--- src/rtl/pclk_pkg.sv ---
package pclk_pkg;
  localparam int CFG_SEL_LSB  = 0;
  localparam int CFG_MCK_BIT  = 2;
  localparam int CFG_PRES_LSB = 4;
  localparam int STAT_RDY_LSB = 8;
  localparam int ADDR_EN_SET  = 12;
  localparam int ADDR_EN_CLR  = 13;
  localparam int ADDR_STATUS  = 14;
  localparam int MCK_INDEX    = 4;

  // Divisor for a prescaler code in either mode.
  function automatic logic [31:0] pres_divisor(input logic [7:0] code, input logic pow2);
    if (pow2) return 32'd1 << code;
    return {24'd0, code} + 32'd1;
  endfunction

  // Effective source index from base select and master bit.
  function automatic logic [2:0] eff_source(input logic [1:0] sel, input logic mck,
                                            input logic ext);
    if (ext && mck && sel == 2'd0) return 3'(MCK_INDEX);
    return {1'b0, sel};
  endfunction

  // Whether a configuration word is a legal setting for this variant.
  function automatic logic cfg_legal(input logic [7:0] pres, input logic [7:0] pres_max,
                                     input logic mck, input logic pow2, input logic ext);
    if (pow2 && pres == pres_max) return 1'b0;
    if (!ext && mck) return 1'b0;
    return 1'b1;
  endfunction
endpackage

--- src/rtl/pclk_regs.sv ---
module pclk_regs
  import pclk_pkg::*;
#(
  parameter int NUM_OUT = 3,
  parameter int PRES_W  = 3,
  parameter int POW2    = 0,
  parameter int EXT_MCK = 1,
  parameter int ADDR_W  = 4,
  parameter int DATA_W  = 16
) (
  input  logic                           clk,
  input  logic                           rst,
  input  logic                           wr_en,
  input  logic [ADDR_W-1:0]              addr,
  input  logic [DATA_W-1:0]              wdata,
  input  logic [NUM_OUT-1:0]             rdy,
  output logic [NUM_OUT-1:0]             en_q,
  output logic [NUM_OUT-1:0][1:0]        sel_q,
  output logic [NUM_OUT-1:0]             mck_q,
  output logic [NUM_OUT-1:0][PRES_W-1:0] pres_q,
  output logic [NUM_OUT-1:0]             cfg_acc,
  output logic [DATA_W-1:0]              rdata
);
  localparam logic [7:0] PRES_MAX8 = 8'((2 ** PRES_W) - 1);

  logic [NUM_OUT-1:0][DATA_W-1:0] cfg_word;
  logic [DATA_W-1:0]              stat_word;
  logic [DATA_W-1:0]              rd_next;
  logic                           en_set, en_clr;

  assign en_set = wr_en && (addr == ADDR_W'(ADDR_EN_SET));
  assign en_clr = wr_en && (addr == ADDR_W'(ADDR_EN_CLR));

  for (genvar i = 0; i < NUM_OUT; i++) begin : g_cfg
    logic       hit;
    logic [7:0] wpres;
    assign hit        = wr_en && (addr == ADDR_W'(i));
    assign wpres      = 8'(wdata[CFG_PRES_LSB +: PRES_W]);
    assign cfg_acc[i] = hit && !en_q[i] &&
                        cfg_legal(wpres, PRES_MAX8, wdata[CFG_MCK_BIT], POW2 != 0, EXT_MCK != 0);

    always_ff @(posedge clk) begin
      if (rst) begin
        sel_q[i]  <= '0;
        mck_q[i]  <= 1'b0;
        pres_q[i] <= '0;
      end else if (cfg_acc[i]) begin
        sel_q[i]  <= wdata[CFG_SEL_LSB +: 2];
        mck_q[i]  <= (EXT_MCK != 0) ? wdata[CFG_MCK_BIT] : 1'b0;
        pres_q[i] <= wdata[CFG_PRES_LSB +: PRES_W];
      end
    end

    assign cfg_word[i] = DATA_W'({pres_q[i], 1'b0, mck_q[i], sel_q[i]});
  end

  always_ff @(posedge clk) begin
    if (rst)         en_q <= '0;
    else if (en_set) en_q <= en_q | wdata[NUM_OUT-1:0];
    else if (en_clr) en_q <= en_q & ~wdata[NUM_OUT-1:0];
  end

  always_comb begin
    stat_word = '0;
    stat_word[NUM_OUT-1:0] = en_q;
    stat_word[STAT_RDY_LSB +: NUM_OUT] = rdy;
  end

  always_comb begin
    rd_next = '0;
    if (addr == ADDR_W'(ADDR_STATUS)) rd_next = stat_word;
    for (int i = 0; i < NUM_OUT; i++)
      if (addr == ADDR_W'(i)) rd_next = cfg_word[i];
  end

  always_ff @(posedge clk) begin
    if (rst) rdata <= '0;
    else     rdata <= rd_next;
  end
endmodule

--- src/rtl/pclk_div.sv ---
module pclk_div
  import pclk_pkg::*;
#(
  parameter int PRES_W = 3,
  parameter int POW2   = 0,
  parameter int CNT_W  = 4
) (
  input  logic              clk,
  input  logic              rst,
  input  logic              en,
  input  logic [PRES_W-1:0] pres,
  input  logic              tick,
  output logic              level,
  output logic              rdy,
  output logic              wrap,
  output logic [CNT_W-1:0]  cnt,
  output logic [CNT_W-1:0]  div
);
  logic [31:0] div_full;

  assign div_full = pres_divisor(8'(pres), POW2 != 0);
  assign div      = CNT_W'(div_full);
  assign wrap     = en && tick && (cnt == div - CNT_W'(1));

  always_ff @(posedge clk) begin
    if (rst || !en)  cnt <= '0;
    else if (wrap)   cnt <= '0;
    else if (tick)   cnt <= cnt + CNT_W'(1);
  end

  always_ff @(posedge clk) begin
    if (rst || !en) rdy <= 1'b0;
    else if (tick)  rdy <= 1'b1;
  end

  assign level = en && ((div == CNT_W'(1)) ? tick : (cnt < (div >> 1)));
endmodule

--- src/rtl/pclk_gen.sv ---
module pclk_gen
  import pclk_pkg::*;
#(
  parameter int NUM_OUT = 3,
  parameter int PRES_W  = 3,
  parameter int POW2    = 0,
  parameter int EXT_MCK = 1,
  parameter int ADDR_W  = 4,
  parameter int DATA_W  = 16
) (
  input  logic                   clk,
  input  logic                   rst,
  input  logic [(EXT_MCK != 0 ? 5 : 4)-1:0] src_tick,
  input  logic                   wr_en,
  input  logic [ADDR_W-1:0]      addr,
  input  logic [DATA_W-1:0]      wdata,
  output logic [DATA_W-1:0]      rdata,
  output logic [NUM_OUT-1:0]     pck_out,
  output logic [NUM_OUT-1:0]     pck_ready
);
  localparam int NSRC  = (EXT_MCK != 0) ? 5 : 4;
  localparam int MAXD  = (POW2 != 0) ? 2 ** ((2 ** PRES_W) - 2) : 2 ** PRES_W;
  localparam int CNT_W = $clog2(MAXD + 1);

  logic [NUM_OUT-1:0]             en_q;
  logic [NUM_OUT-1:0][1:0]        sel_q;
  logic [NUM_OUT-1:0]             mck_q;
  logic [NUM_OUT-1:0][PRES_W-1:0] pres_q;
  logic [NUM_OUT-1:0]             cfg_acc;
  logic [NUM_OUT-1:0]             sel_tick;
  logic [NUM_OUT-1:0]             wrap_v;
  logic [NUM_OUT-1:0][CNT_W-1:0]  cnt_v;
  logic [NUM_OUT-1:0][CNT_W-1:0]  div_v;

  pclk_regs #(
    .NUM_OUT(NUM_OUT), .PRES_W(PRES_W), .POW2(POW2), .EXT_MCK(EXT_MCK),
    .ADDR_W(ADDR_W), .DATA_W(DATA_W)
  ) u_regs (
    .clk(clk), .rst(rst), .wr_en(wr_en), .addr(addr), .wdata(wdata),
    .rdy(pck_ready), .en_q(en_q), .sel_q(sel_q), .mck_q(mck_q),
    .pres_q(pres_q), .cfg_acc(cfg_acc), .rdata(rdata)
  );

  for (genvar i = 0; i < NUM_OUT; i++) begin : g_out
    logic [2:0] idx;
    logic       t;
    assign idx = eff_source(sel_q[i], mck_q[i], EXT_MCK != 0);
    always_comb begin
      t = 1'b0;
      for (int s = 0; s < NSRC; s++)
        if (idx == 3'(s)) t = src_tick[s];
    end
    assign sel_tick[i] = t;

    pclk_div #(.PRES_W(PRES_W), .POW2(POW2), .CNT_W(CNT_W)) u_div (
      .clk(clk), .rst(rst), .en(en_q[i]), .pres(pres_q[i]), .tick(sel_tick[i]),
      .level(pck_out[i]), .rdy(pck_ready[i]), .wrap(wrap_v[i]),
      .cnt(cnt_v[i]), .div(div_v[i])
    );
  end
endmodule

--- config.mk ---
export PLATFORM = sky130hd
export DESIGN_NAME = pclk_gen
export DESIGN_NICKNAME = d
export VERILOG_FILES = /design/src/rtl/pclk_pkg.sv /design/src/rtl/pclk_regs.sv /design/src/rtl/pclk_div.sv /design/src/rtl/pclk_gen.sv
export SDC_FILE = /design/constraint.sdc
export NUM_CORES = 1
export LEC_CHECK = 0
export BUFFER_PORTS_ARGS = -buffer_cell sky130_fd_sc_hd__buf_2
export CAP_MARGIN = 10
export CORE_MARGIN = 3
export CORE_UTILIZATION = 55
export CTS_CLUSTER_DIAMETER = 150
export DETAILED_ROUTE_END_ITERATION = 10
export GPL_TIMING_DRIVEN = 0
export PLACE_DENSITY_LB_ADDON = 0.15
export SYNTH_ARGS = -nofsm -noshare
export SYNTH_HDL_FRONTEND = slang
export SYNTH_SLANG_ARGS = --single-unit
export TNS_END_PERCENT = 5
--- constraint.sdc ---
create_clock -name clk -period 4.7 [get_ports clk]
set_input_delay 0 -clock clk [delete_from_list [all_inputs] [get_ports clk]]
set_output_delay 0 -clock clk [all_outputs]
set_load 0.02 [all_outputs]
==> metrics.yaml, run 1 <==
status: "complete, no violations"
ys_types: 50
grt_max_degree: 14
cts.sinks: 45
fin_skew_ps: 9.792
synth-seq-cells: 45
dr.pass1.iters: 4
gp_congestion: 0.8262
worstPathRequired_ps: 4700
port-buffer-count: 32
drtIter0Drc: 107
worstMarginPinSlew_ps: 674.9
syn2layout_area_growth_pct: 15.04
synthArstFlopShare_pct: 0
cp-start-kind: "register"
peakVddDrop_mv: 0.1774
syn_area_um2: 2704
viasPerCell: 5.316
slew_violations: 0
io_pins: 50
synth_edf_count: 0
final_core_util_pct: 68.60
placed_cells: 407
path_clk_slew_ps: 80
clockRootBuffer: "clkbuf_8"
slew_headroom_pct: 54.59
drc: 0
clk_path_buf_depth: 2
power_density_nw_per_um2: 223.1
groute.usage.overall_pct: 19.93
yosysWarnings: 0
criticalPathCategory: "register to primary output"
max_freq_ghz: 0.3583
setup_viol: 0
fin_crit_ps: 2791
mostFrequentLayoutCells: "nor2_1, dfxtp_1, buf_2"
post_cts_buffers: 0
layout-drive-gt1-share_pct: 18.26
min_period_over_period_pct: 59.38
vias: 2238
final-hold-violation-count: 0
layout.cells.non_filler: 421
die_y_um: 76.12
cp.arrival_ps: 2790
grt_pass1_wl_um: 9625
setup_tns_ps: 0
dieArea_um2: 5793
drv_cap: 0
clk-insertion-delay-late_ps: 290
grt_pass1_vias: 2105
postRouteAntennaNets: 0
syn_area_per_cell_um2: 8.894
initial_core_util_pct: 59.63
h-tree-depth: 2
yosysSeqAreaShare_pct: 33.32
leakagePower_nw: 1.396
row_count: 24
die_x_um: 76.12
coreArea_um2: 4534
avgRoutedWirePerCell_um: 13.24
fill_cells: 381
overflow: 0
cts_buffers: 5
netlist_instances: 304
synth_top_flop_cell: "dfxtp_1"
grt_antenna_before_repair: 0
worst-path-max-fanout: 9
wl_um: 5576
dp_hpwl_um: 4226
antennaDiodeCount: 0
hold_class: "input port to register"
tritoncts: "done"
holdWs_ps: 96.49
endpoint_kind: "primary output"
rsz0062_at_grt: "false"
fin_nets: 400
## sequential cells by signal, indices dropped and copies added (netlist names), named ones only
register / count
g_out.u_div.cnt: 12
g_out.u_div.rdy: 3
u_regs.mck_q: 3
u_regs.pres_q: 9
u_regs.rdata: 9
u_regs.sel_q: 6
## metal layers
layer / share of wire (%) / global-route usage, %
met5: 0 / 0
met1: 46 / 24.60
met3: 5.6 / 4.255
met4: 0.81 / 4.348
met2: 48 / 35.64
## stage by stage
stage / area (µm²) / power [W] / worst slack, ps
2_1_floorplan: 2726 / 0.0004454 / 2605
3_3_place_gp: 2968 / 0.0004677 / 2274
3_5_place_dp: 2968 / 0.0004686 / 2223
4_1_cts: 3110 / 0.0006994 / 1892
5_1_grt: 3110 / 0.0007241 / 1685
6_report: 3110 / 0.0006939 / 1909
## logic make-up (layout without fill, tap and decap cells)
family | after synthesis | count (layout) | synth area share, %
AND/OR/NAND/NOR | 108 | 108 | 20.55
AO/OA/AOI/OAI | 47 | 47 | 11.57
flip-flops | 45 | 45 | 33.32
buffers and inverters | 35 | 81 | 7.034
multiplexers | 32 | 32 | 13.37
XOR/XNOR | 19 | 19 | 6.155
adder cells (fa/ha/maj) | 17 | 17 | 7.867
other | 1 | 7 | 0.1387
## cell type report
type | count | area, µm² | share of cell area [%]
Buffer | 25 | 152.6 | 4.907
Clock inverter | 2 | 10.01 | 0.3218
Multi-Input combinational cell | 230 | 1635 | 52.57
Tap cell | 65 | 81.33 | 2.615
Timing Repair Buffer | 38 | 220.2 | 7.080
Clock buffer | 6 | 72.57 | 2.333
Sequential cell | 45 | 900.9 | 28.96
Inverter | 10 | 37.54 | 1.207
## timing repair
| item | 4_1_cts | 5_1_grt |
|---|---|---|
| resized for setup | 0 | 0 |
| hold buffers | 6 | 0 |
| hold endpoints to repair | 10 | 0 |
## worst max-delay path, stage by stage (launching register included)
cell and delay, ps:
dfxtp_1 490, ha_1 200, clkbuf_1 260, xnor2_1 220, ha_1 300, a21o_1 160, a2111oi_0 400, a21oi_1 80
nor2b_1 140, buf_4 110, buf_2 140
## power by group
part           switching [W]  internal [W]  total [W]
Sequential        0.00000353      0.000384   0.000388
Combinational      0.0000427     0.0000340  0.0000767
Clock               0.000126      0.000103   0.000230
## cells in the mapped netlist (3+ instances only)
library cell	count	area share, %
nor3_1	9	1.7
xnor2_1	12	3.9
a211oi_1	6	1.7
nor2b_1	6	1.4
mux2i_1	26	9.6
inv_1	10	1.4
a21oi_1	18	3.3
nor3b_1	4	1.1
a311oi_1	3	0.97
mux2_2	3	1.2
ha_1	17	7.9
o21ai_0	4	0.74
nor2_1	45	6.2
nand4_1	3	0.69
clkbuf_1	8	1.1
nand3_1	5	0.93
and2_1	3	0.69
dfxtp_1	45	33
nand2_1	10	1.4
a21o_1	3	0.83
nand2b_1	7	1.6
buf_4	13	3.6
xor2_1	7	2.3
mux4_2	3	2.5
## final timing paths
path	startpoint	end	slack (ps)	depth (start not counted)
min reg2reg	g_out[0].u_div.rdy	u_regs.rdata[8]	490	1
max reg2reg	u_regs.pres_q[3]	g_out[1].u_div.cnt[1]	2270	8
max	u_regs.pres_q[4]	pck_out[1]	1910	10
min	addr[2]	u_regs.rdata[2]	100	4
Power figures use the tool's default switching activity.
==> run 2, diff against run 1 <==
--- a/config.mk
+++ b/config.mk
@@ -8,7 +8,7 @@
 export BUFFER_PORTS_ARGS = -buffer_cell sky130_fd_sc_hd__buf_2
 export CAP_MARGIN = 10
 export CORE_MARGIN = 3
-export CORE_UTILIZATION = 55
+export CORE_UTILIZATION = 50
 export CTS_CLUSTER_DIAMETER = 150
 export DETAILED_ROUTE_END_ITERATION = 10
 export GPL_TIMING_DRIVEN = 0
==> constraint.sdc (replaced) <==
create_clock -name clk -period 2.5 [get_ports clk]
set_input_delay 0 -clock clk [delete_from_list [all_inputs] [get_ports clk]]
set_output_delay 0 -clock clk [all_outputs]
set_load 0.02 [all_outputs]
==> metrics.yaml, run 2 (synthesis results as in run 1) <==
initial_core_util_pct: 52.27  # -7.4 points
use_met3_pct: 3.950  # -0.30 points
dieArea_um2: 6326  # +9.2%
cts_buffers: 5  # unchanged
power_density_nw_per_um2: 413.7  # +85%
use_met2_pct: 31.80  # -3.8 points
syn2layout_area_growth_pct: 18.05
pwr-share-clk_pct: 33.7  # +0.6 points
coreArea_um2: 5172  # +14%
post_cts_buffers: 0  # unchanged
cp.arrival_ps: 2560  # -230 ps
grt_max_degree: 15  # +1
r2r-start: "u_regs.pres_q[3]"
top_regs: "g_out.u_div.cnt (12), u_regs.pres_q (9), u_regs.rdata (9)"
worstMarginPinSlew_ps: 656.5  # -18.49 ps
die_x_um: 79.54  # +4.5%
clk_path_buf_depth: 2  # unchanged
tritoncts: "done"
fin_crit_ps: 2557
vias: 2260  # +0.98%
fin_nets: 399  # -0.25%
endpoint_kind: "primary output"
worst-path-max-fanout: 10  # +1
clockRootBuffer: "clkbuf_8"
worstPathRequired_ps: 2500  # -2200 ps
die_y_um: 79.54  # +4.5%
final_core_util_pct: 61.71  # -6.9 points
grt_pass1_vias: 2122  # +0.81%
hold_class: "input port to register"
total_power_w: 0.001320  # +90%
row_count: 26  # +8.3%
cts.sinks: 45  # unchanged
min_period_over_period_pct: 102.3
fin_skew_ps: 6.508  # -3.283 ps
pwr-share-comb_pct: 11.1  # about the same
h-tree-depth: 2  # unchanged
criticalPathCategory: "register to primary output"
final-hold-violation-count: 0  # unchanged
clk-insertion-delay-late_ps: 300  # about the same
grt_use_met1_pct: 26.20  # +1.6 points
peakVddDrop_mv: 0.4065  # +130%
p_seq_share_pct: 55.2  # -0.7 points
swShare_pct: 25.81  # +0.94 points
grt-busiest-layer: "met2"
setup_viol: 1  # +1
max_freq_ghz: 0.3910
dp_hpwl_um: 4204  # -0.53%
slew_violations: 0  # unchanged
status: "finished, violations left"
drc: 0  # unchanged
cp-start-kind: "register"
placed_cells: 412  # +1.2%
grt_pass1_wl_um: 9894  # +2.8%
violations: "setup timing"
wl_um: 6038  # +8.3%
dr.pass1.iters: 4  # unchanged
rsz0062_at_grt: "true"
postRouteAntennaNets: 0  # unchanged
drtIter0Drc: 141  # +32%
path_clk_slew_ps: 90  # about the same
layout-drive-gt1-share_pct: 22.82  # +4.6 points
drv_cap: 0  # unchanged
layout.cells.non_filler: 425  # +0.95%
fin_ws_ps: -57.32  # -1966 ps
avgRoutedWirePerCell_um: 14.21  # +7.3%
mostFrequentLayoutCell: "nor2_1"
gp_congestion: 0.8478  # +2.6%
grt_antenna_before_repair: 0  # unchanged
leakagePower_nw: 1.400  # +0.33%
slew_headroom_pct: 56.14  # +1.6 points
viasPerCell: 5.318  # about the same
mostFrequentLayoutCells: "nor2_1, dfxtp_1, buf_2"
overflow: 0  # unchanged
p_switching_w: 0.0003407  # +97%
internal_power_w: 0.0009796  # +88%
io_pins: 50  # unchanged
groute.usage.overall_pct: 19.69  # -0.24 points
timing.critical_path.from: "u_regs.pres_q[3]"
antennaDiodeCount: 0  # unchanged
top_register: "g_out.u_div.cnt"
hold_start: "rst"
largest_reg_flops: 12  # unchanged
port-buffer-count: 32  # unchanged
## run 2: metal layers
layer  vias up  wire, µm  part of all wire, %
met1      1046      2817                   47
met4         0        45                 0.75
met3         6       281                  4.7
met2        59      2894                   48
met5         -         0                    0
li1       1149         -                    -
## run 2: power by group through the flow
stage / Sequential [W] / Clock [W] / Combinational, W
finish: 0.000729 / 0.000445 / 0.000147
global route: 0.000730 / 0.000492 / 0.000162
CTS: 0.000730 / 0.000464 / 0.000144
detailed placement: 0.000746 / 0 / 0.000136
global placement: 0.000746 / 0 / 0.000135
floorplan: 0.000745 / 0 / 0.0000923
## run 2: repair_timing
item,in CTS,in global routing
resized for setup,7,16
hold endpoints to repair,14,0
endpoints found under the setup margin,2,7
hold buffers,6,0
## run 2: cell type report
cell class              count  area [µm²]
fillers                   468        1981
multi-input cells         230        1697
flip-flops and latches     45       909.6
repair buffers             38       220.2
plain buffers              24       153.9
well taps                  70       87.58
clock buffers               5       68.82
inverters                  10       37.54
clock inverters             3       17.52
## run 2: worst paths after layout
kind	end	slack (ps)	depth (start not counted)
worst max-delay path	pck_out[1]	-60	10
worst min-delay path	g_out[2].u_div.rdy	80	3
worst max register to register	g_out[1].u_div.cnt[3]	360	8
worst min register to register	u_regs.rdata[9]	490	1
## run 2: stage by stage
stage / worst slack [ps] / instance area (µm²) / hold slack, ps / TNS, ps
floorplan: 405.4 / 2726 / 109.7 / 0
global placement: 53.64 / 2974 / 267.7 / 0
detailed placement: 45.24 / 2974 / 271.6 / 0
CTS: 8.641 / 3142 / 66.87 / 0
global route: -255.3 / 3192 / 81.06 / -275.5
finish: -57.32 / 3192 / 79.65 / -57.32
## run 2: worst max-delay path: stages (launching register included)
cell and delay [ps]:
dfxtp_1 420, clkbuf_4 230, inv_1 50, ha_2 370, nand2b_1 80, a21o_1 190, a2111oi_2 410, a21oi_1 100
nor2b_1 130, buf_4 110, buf_2 150
